==> config.mk <==
export PLATFORM = sky130hd
export DESIGN_NAME = serout_shifter
export DESIGN_NICKNAME = d
export VERILOG_FILES = /design/src/rtl/serout_pkg.sv /design/src/rtl/serout_edge_det.sv /design/src/rtl/serout_hold_reg.sv /design/src/rtl/serout_bit_pick.sv /design/src/rtl/serout_shifter.sv
export SDC_FILE = /design/constraint.sdc
export NUM_CORES = 1
export LEC_CHECK = 0
export ABC_AREA = 1
export BUFFER_PORTS_ARGS = -buffer_cell sky130_fd_sc_hd__buf_2
export CORE_MARGIN = 3
export CORE_UTILIZATION = 42
export DETAILED_ROUTE_END_ITERATION = 12
export PLACE_DENSITY = 0.71
export SLEW_MARGIN = 10
export SYNTH_ARGS = -nofsm -noshare
export SYNTH_HDL_FRONTEND = slang
export SYNTH_SLANG_ARGS = --single-unit
==> constraint.sdc <==
create_clock -name clk -period 3.78 [get_ports clk]
set_input_delay 0.378 -clock clk [delete_from_list [all_inputs] [get_ports clk]]
set_output_delay 0.378 -clock clk [all_outputs]
set_load 0.02 [all_outputs]
==> src/rtl/serout_pkg.sv <==
package serout_pkg;
    typedef enum logic [1:0] {
        ST_ARMED = 2'd0,
        ST_SHIFT = 2'd1,
        ST_DONE  = 2'd2,
        ST_WRAP  = 2'd3
    } frame_state_t;
endpackage

==> src/rtl/serout_edge_det.sv <==
module serout_edge_det #(
    parameter logic IDLE_LEVEL = 1'b0
) (
    input  logic clk,
    input  logic rst_n,
    input  logic level_i,
    output logic rise_o,
    output logic fall_o
);
    logic prev_q;

    always_ff @(posedge clk or negedge rst_n) begin
        if (!rst_n) prev_q <= IDLE_LEVEL;
        else        prev_q <= level_i;
    end

    assign rise_o = level_i & ~prev_q;
    assign fall_o = ~level_i & prev_q;
endmodule

==> src/rtl/serout_hold_reg.sv <==
module serout_hold_reg #(
    parameter int RES_W = 12
) (
    input  logic             clk,
    input  logic             rst_n,
    input  logic             load_i,
    input  logic [RES_W-1:0] data_i,
    output logic [RES_W-1:0] data_o
);
    always_ff @(posedge clk or negedge rst_n) begin
        if (!rst_n)      data_o <= '0;
        else if (load_i) data_o <= data_i;
    end
endmodule

==> src/rtl/serout_bit_pick.sv <==
module serout_bit_pick #(
    parameter int RES_W = 12,
    parameter int PAD_W = 4
) (
    input  logic [RES_W-1:0]                   result_i,
    input  logic [$clog2(RES_W+PAD_W)-1:0]     idx_i,
    output logic                               bit_o
);
    localparam int FRAME_W = RES_W + PAD_W;

    logic [FRAME_W-1:0] frame_w;
    logic [FRAME_W-1:0] order_w;

    assign frame_w = {{PAD_W{1'b0}}, result_i};

    // order_w[k] is the bit sent in slot k (slot 0 first)
    for (genvar g = 0; g < FRAME_W; g++) begin : g_order
        assign order_w[g] = frame_w[FRAME_W-1-g];
    end

    assign bit_o = order_w[idx_i];
endmodule

==> src/rtl/serout_shifter.sv <==
module serout_shifter
    import serout_pkg::*;
#(
    parameter int RES_W = 12,
    parameter int PAD_W = 4
) (
    input  logic             clk,
    input  logic             rst_n,
    input  logic             load_stb,
    input  logic [RES_W-1:0] load_data,
    input  logic             sclk,
    input  logic             conv_n,
    output logic             sdata_o,
    output logic             sdata_oe
);
    localparam int FRAME_W = RES_W + PAD_W;
    localparam int IDX_W   = $clog2(FRAME_W);
    localparam logic [IDX_W-1:0] LAST_IDX = IDX_W'(FRAME_W - 1);

    frame_state_t     state_q, state_d;
    logic [IDX_W-1:0] idx_q, idx_d;
    logic             sclk_rise, sclk_fall;
    logic             conv_rise_unused, conv_fall;
    logic             resync;
    logic [RES_W-1:0] held_w;
    logic             bit_w;

    serout_edge_det #(.IDLE_LEVEL(1'b0)) sclk_det_i (
        .clk(clk), .rst_n(rst_n), .level_i(sclk),
        .rise_o(sclk_rise), .fall_o(sclk_fall)
    );

    serout_edge_det #(.IDLE_LEVEL(1'b1)) conv_det_i (
        .clk(clk), .rst_n(rst_n), .level_i(conv_n),
        .rise_o(conv_rise_unused), .fall_o(conv_fall)
    );

    serout_hold_reg #(.RES_W(RES_W)) hold_i (
        .clk(clk), .rst_n(rst_n), .load_i(load_stb),
        .data_i(load_data), .data_o(held_w)
    );

    serout_bit_pick #(.RES_W(RES_W), .PAD_W(PAD_W)) pick_i (
        .result_i(held_w), .idx_i(idx_q), .bit_o(bit_w)
    );

    // resync only counts while the serial clock is low
    assign resync = conv_fall & ~sclk;

    always_comb begin
        state_d = state_q;
        idx_d   = idx_q;
        if (resync) begin
            state_d = ST_ARMED;
            idx_d   = '0;
        end else begin
            unique case (state_q)
                ST_ARMED: begin
                    if (sclk_rise) begin
                        state_d = ST_SHIFT;
                        idx_d   = '0;
                    end
                end
                ST_SHIFT: begin
                    if (sclk_fall) begin
                        if (idx_q == LAST_IDX) begin
                            state_d = ST_DONE;
                            idx_d   = '0;
                        end else begin
                            idx_d = idx_q + 1'b1;
                        end
                    end
                end
                ST_DONE: begin
                    if (sclk_rise) begin
                        state_d = ST_WRAP;
                        idx_d   = '0;
                    end
                end
                ST_WRAP: begin
                    if (sclk_fall) begin
                        idx_d = (idx_q == LAST_IDX) ? '0 : idx_q + 1'b1;
                    end
                end
            endcase
        end
    end

    always_ff @(posedge clk or negedge rst_n) begin
        if (!rst_n) begin
            state_q <= ST_ARMED;
            idx_q   <= '0;
        end else begin
            state_q <= state_d;
            idx_q   <= idx_d;
        end
    end

    always_comb begin
        sdata_oe = 1'b0;
        sdata_o  = 1'b0;
        unique case (state_q)
            ST_ARMED, ST_DONE: begin
                sdata_oe = 1'b0;
                sdata_o  = 1'b0;
            end
            ST_SHIFT, ST_WRAP: begin
                sdata_oe = 1'b1;
                sdata_o  = bit_w;
            end
        endcase
    end
endmodule

After elaboration in Yosys (flattened, before gate mapping)
Index checks and enable logic that the tools add are counted.
{"block": "word_totals", "in_bits": 17, "regBits": 20}
{"block": "classes", "addsub": 1, "order_cmp": 1, "mux": 15, "bitwise_logic": 7, "n_reduce_logical": 6, "eq_ne": 10}
{"op": "2-to-1 mux 4 bit", "n": 4}
{"op": "2-to-1 mux 2 bit", "n": 5}
{"op": "inequality test 3 x 2 -> 1 bit (second input constant)", "n": 3}
{"op": "one-hot mux 4 bit (2 select lines)", "n": 1}
{"op": "inequality test 3 x 1 -> 1 bit (second input constant)", "n": 2}
{"op": "one-hot mux 2 bit (3 select lines)", "n": 1}
{"op": "less-than comparator 4 x 5 -> 1 bit (second input constant)", "n": 1}
{"op": "AND reduction 5 bit", "n": 1}
{"op": "adder 4 x 1 -> 4 bit (second input constant)", "n": 1}
{"op": "AND 1 bit", "n": 4}
{"op": "binary-select mux 1 bit (select 4 bit)", "n": 1}
{"op": "equality test 2 bit (second input constant)", "n": 2}
{"op": "equality test 4 bit (second input constant)", "n": 1}
{"op": "one-hot mux 1 bit (2 select lines)", "n": 2}
{"op": "nonzero test 4 bit", "n": 1}
{"op": "OR reduction 2 bit", "n": 2}
{"op": "inequality test 3 bit (second input constant)", "n": 1}
{"op": "NOT 1 bit", "n": 3}
{"op": "equality test 2 x 1 -> 1 bit (second input constant)", "n": 1}
{"op": "zero test 2 bit", "n": 1}
{"op": "AND reduction 2 bit", "n": 1}
{"op": "2-to-1 mux 1 bit", "n": 1}

Longest topological paths before layout
{"block": "depth", "ltp_word": 5, "depth_mapped": 9, "ltp_nobuf": 8}

Modules after synthesis
From an unflattened synthesis, not the netlist that was laid out.
{"block": "unflattened", "hier_cells": 164, "hier_area_um2": 1192.4}
{"mod": "serout_shifter", "cells_each": 68, "n_inst": 1, "area_each_um2": 509.2, "seq_area_each_um2": 150.1}
{"mod": "serout_hold_reg", "cells_each": 51, "n_inst": 1, "area_each_um2": 457.9, "seq_area_each_um2": 300.3}
{"mod": "serout_bit_pick", "cells_each": 35, "n_inst": 1, "area_each_um2": 143.9, "seq_area_each_um2": 0.0}
{"mod": "serout_edge_det (conv_det_i)", "cells_each": 5, "n_inst": 1, "area_each_um2": 41.3, "seq_area_each_um2": 26.3}
{"mod": "serout_edge_det (sclk_det_i)", "cells_each": 5, "n_inst": 1, "area_each_um2": 40.0, "seq_area_each_um2": 25.0}

Worst setup path after synthesis
Ideal clock, no wire load.
{"block": "synth_path", "kind": "register -> output", "from": "register state_q[1]", "to": "output sdata_o", "path_stages_with_launch": 7, "arrival_time_ns": 1.237, "path_buffers": 1, "slack_ns": 2.165, "path_cell_list": "dfrtp_1 inv_1 ha_1 or2_1 buf_6 nand2_1 nor2_1"}
{"block": "synth_between", "elab_chain_len": 3, "elab_cells_between_ends": 7, "cone_classes": "eq/ne: 3; mux: 1; reduce/logical: 3"}
{"element": "start, declared", "line_no": "serout_shifter.sv:20", "rtl": "frame_state_t state_q, state_d;"}
{"element": "start signal, assigned", "line_no": "serout_shifter.sv:94", "rtl": "state_q <= state_d;"}
{"element": "equality test 2 x 1 -> 1 bit, or another cell as far along", "line_no": "serout_shifter.sv:102", "rtl": "unique case (state_q)"}
{"element": "OR reduction 2 bit (no source line)"}
{"element": "one-hot mux 1 bit (2 select lines) (*)", "line_no": "serout_shifter.sv:102"}
{"element": "end, declared", "line_no": "serout_shifter.sv:13", "rtl": "output logic sdata_o,"}
Mark *: on every way between the ends. The rest lies on a longest branch, timed or not.

Worst setup path after layout
{"block": "layout_path", "from": "register idx_q[0]", "to": "output sdata_o"}
{"block": "layout_between", "elab_chain_len": 3}
{"element": "start, declared", "line_no": "serout_shifter.sv:21", "rtl": "logic [IDX_W-1:0] idx_q, idx_d;"}
{"element": "start signal, assigned", "line_no": "serout_shifter.sv:95", "rtl": "idx_q <= idx_d;"}
{"element": "binary-select mux 1 bit (select 4 bit)", "line_no": "serout_bit_pick.sv:21", "rtl": "assign bit_o = order_w[idx_i];"}
{"element": "2-to-1 mux 1 bit (not written as such)", "line_no": "serout_bit_pick.sv:21"}
{"element": "one-hot mux 1 bit (2 select lines)", "line_no": "serout_shifter.sv:102"}
Every way passes these cells. The select of a mux whose other input is x is not followed.

==> summary.md <==
| Metric | Value |
|---|---|
| Outcome | finished with violations |
| Failing checks | hold timing |
| Critical Path Source | idx_q[0] |
| Post-CTS Repair Setup Buffers | 0 |
| Placed cell area | 1240 um^2 |
| # H-tree levels | 1 |
| Syn_nets | 163 |
| Iter 0 DRT Violations | 25 |
| Clock buffer count from CTS | 3 |
| Worst setup EP type | primary output |
| Post-CTS resize count | 0 |
| Switching share of power | 39.7% |
| DRC errors left | 0 |
| Final setup vio count | 0 |
| Sequential share of power | 41.5% |
| Hold Slack | -0.00412 ns |
| Commonest non-fill, non-tap cell in the layout | nand2_1 |
| First-pass iteration count of the detailed router | 4 |
| CP startpoint kind | register |
| Largest net degree at the start of global routing | 22 |
| Pins Over Slew Limit | 0 |
| Max-cap viol count | 0 |
| Crit-path max cell delay | 0.55 ns |
| Drt total wl | 1.99 mm |
| Post-synthesis sequential area ratio | 44.2% |
| Setup TNS Final | 0 ns |
| FF-to-FF setup slack | 2.25 ns |
| Fill cells | 256 |
| Die width | 58.0 um |
| Crit Path Max Fanout | 12 |
| Class of the worst hold path | in2async |
| Mean Syn Cell Area | 8.11 um^2 |
| R2r startpoint | state_q[0] |
| Post-synthesis sequential element count | 20 |
| Clock power share | 17.0% |
| N_diodes | 0 |
| RSZ-0062 raised after global routing | false |
| Cells along the critical path | inv_1, nand2_1, nand3_1, nand2_1, nand2_1, nand2_1, nand2_1, nor2_1, buf_2 |
| Vias per Instance | 4.85 |
| Path type of the worst setup path | reg2out |
| Nets | 182 |
| Vias in the first global route | 866 |
| Worst reg-to-reg path cell count | 7 |
| Die Span Y | 58.0 um |
| Design area | 1270 um^2 |
| Worst Path Arrival | 1.66 ns |
| Pint | 0.424 mW |
| Worst IR drop on VDD | 0.320 mV |
| Final period util | 53.9% |
| Fin. Hold Viols | 9 |
| FMAX | 491 MHz |
| First-pass GRT wire length | 3.73 mm |
| Row cnt | 18 |
| Slowest-stage cell, CP | dfrtp_1 |
| Post-Syn Instances | 140 |
| Syn. warnings | 0 |
| GR Util All Layers | 14.0% |
| Initial core utilization | 45.0% |
| Power density over the cells | 553 nW/um^2 |
| Mapped cell area | 1130 um^2 |
| Clock Root Buffer | clkbuf_4 |
| Crit-path most repeated cell | nand2_1 |
| Clock Sinks | 20 |
| Count of input and output buffers | 18 |
| Tmin final | 2.04 ns |
| Util after Layout | 50.5% |
| Most frequent cells in the layout | nand2_1 (44), inv_1 (21), dfrtp_1 (19) |
| Antenna violations before repair | 0 |
| CTS Buffer Depth | 2 |
| Non-filler instance count after layout | 188 |
| Number of instances in the placed design | 184 |
| Clk Latency, worst-skew pair | 0.30 ns |
| WP data required | 3.40 ns |
| Worst slack at placement | 2.09 ns |
| Register area | 502 um^2 |
| WL/cell | 10.6 um |
| GPL Wtd Cong | 0.836 |
| Switch Pwr | 0.280 mW |
| Via Count | 911 |
| Layout area overhead | 12.2% |
| Final Skew | 0.00615 ns |
| CTS clk-pin slew, worst paths | 0.11 ns |
| TritonCTS clock tree | done |
| Area taken by multi-input logic gates | 529 um^2 |
| P_leak | 0.686 nW |
| Core Area | 2520 um^2 |
| DP Wirelength | 1.60 mm |
| Antenna Nets Post-Route | 0 |
| Worst slew margin | 71.8% |
| Layout cells sized above 1 | 20.3% |
| Final WS setup | 1.74 ns |
| Post-synthesis cell type count | 23 |
| Post-CTS Hold Fix Bufs | 0 |
| Worst slew pin tran | 0.424 ns |
| Comb power frac | 41.5% |
| Ports | 19 |
| GRT Residual Overflow | 0 |
| Reg-to-Reg End | idx_q[2] |
| Die area | 3360 um^2 |
## routing by layer
layer / GRT usage, % / share of wire [%]
met3: 4.01 / 5.5
met2: 23.5 / 48
met1: 17.9 / 45
met4: 2.98 / 1.2
met5: 0 / 0
## registers in the layout, indices dropped and copies added (netlist names)
| register | flops |
|---|---|
| sclk_det_i.prev_q | 1 |
| state_q | 2 |
| conv_det_i.prev_q | 1 |
| hold_i.data_o | 12 |
| idx_q | 4 |
## critical path, delay by kind of cell, from the launching register on
kind | cells | cell delay [ns]
buffers and inverters | 2 | 0.34
flip-flops | 1 | 0.55
AND/OR/NAND/NOR | 7 | 0.46
## worst max path at each step
| stage | to | slack (ns) | cells after the start |
|---|---|---|---|
| final | sdata_o | 1.74 | 9 |
| after global routing | sdata_o | 1.52 | 9 |
| after CTS | sdata_o | 1.74 | 9 |
| after detailed placement | sdata_o | 2.09 | 9 |
| after global placement | sdata_o | 2.13 | 8 |
| after floorplan | sdata_o | 2.17 | 6 |
## power groups by stage
| stage | sequential (mW) | combinational [mW] | clock (mW) |
|---|---|---|---|
| 2_1_floorplan | 0.279 | 0.257 | 0 |
| 5_1_grt | 0.298 | 0.340 | 0.136 |
| 3_5_place_dp | 0.296 | 0.294 | 0 |
| 3_3_place_gp | 0.292 | 0.285 | 0 |
| 4_1_cts | 0.291 | 0.296 | 0.127 |
| 6_report | 0.292 | 0.292 | 0.120 |
## synth_stat cells
cell      number  area share, %
buf_6          1           0.99
nand2_1       44             15
nand3b_1       1           0.66
nor2_1         5            1.7
dfstp_2        1            2.3
a21oi_1        2           0.88
buf_2          2           0.88
clkbuf_1       1           0.33
nand4_1        1           0.55
nand3_2        1           0.88
nand3_1       11            4.9
nand3b_4       1            1.8
o21ai_0       14            6.2
dfrtp_1       19             42
mux2_2         3            3.0
inv_1         21            6.9
o21ai_2        1           0.77
nand2_4        1           0.99
ha_1           6            6.6
or2_1          1           0.55
o21bai_1       1           0.66
nand3_4        1            1.5
or2_2          1           0.55
## area by class of cell
cell class	count	share of cell area, %
clock buffer	4	2.85
inverter	21	6.19
multi-input combinational	95	41.6
sequential	20	39.4
tap	30	2.95
timing repair buffer	18	7.07
## through the flow
stage / hold slack [ns] / power [mW]
floorplan: 0.0824 / 0.536
global placement: 0.340 / 0.577
detailed placement: 0.344 / 0.589
CTS: 0.00437 / 0.714
global route: 0.0140 / 0.774
finish: -0.00412 / 0.704
## cells by family after synthesis
logic type	after synthesis	synth area share, %
AOI/OAI and AO/OA	18	8.49
muxes	3	2.98
adders and majority gates	6	6.62
and+or+nand+nor	68	28.6
buffers and inverters	25	9.15
DFF	20	44.2
Power figures use the tool's default switching activity.
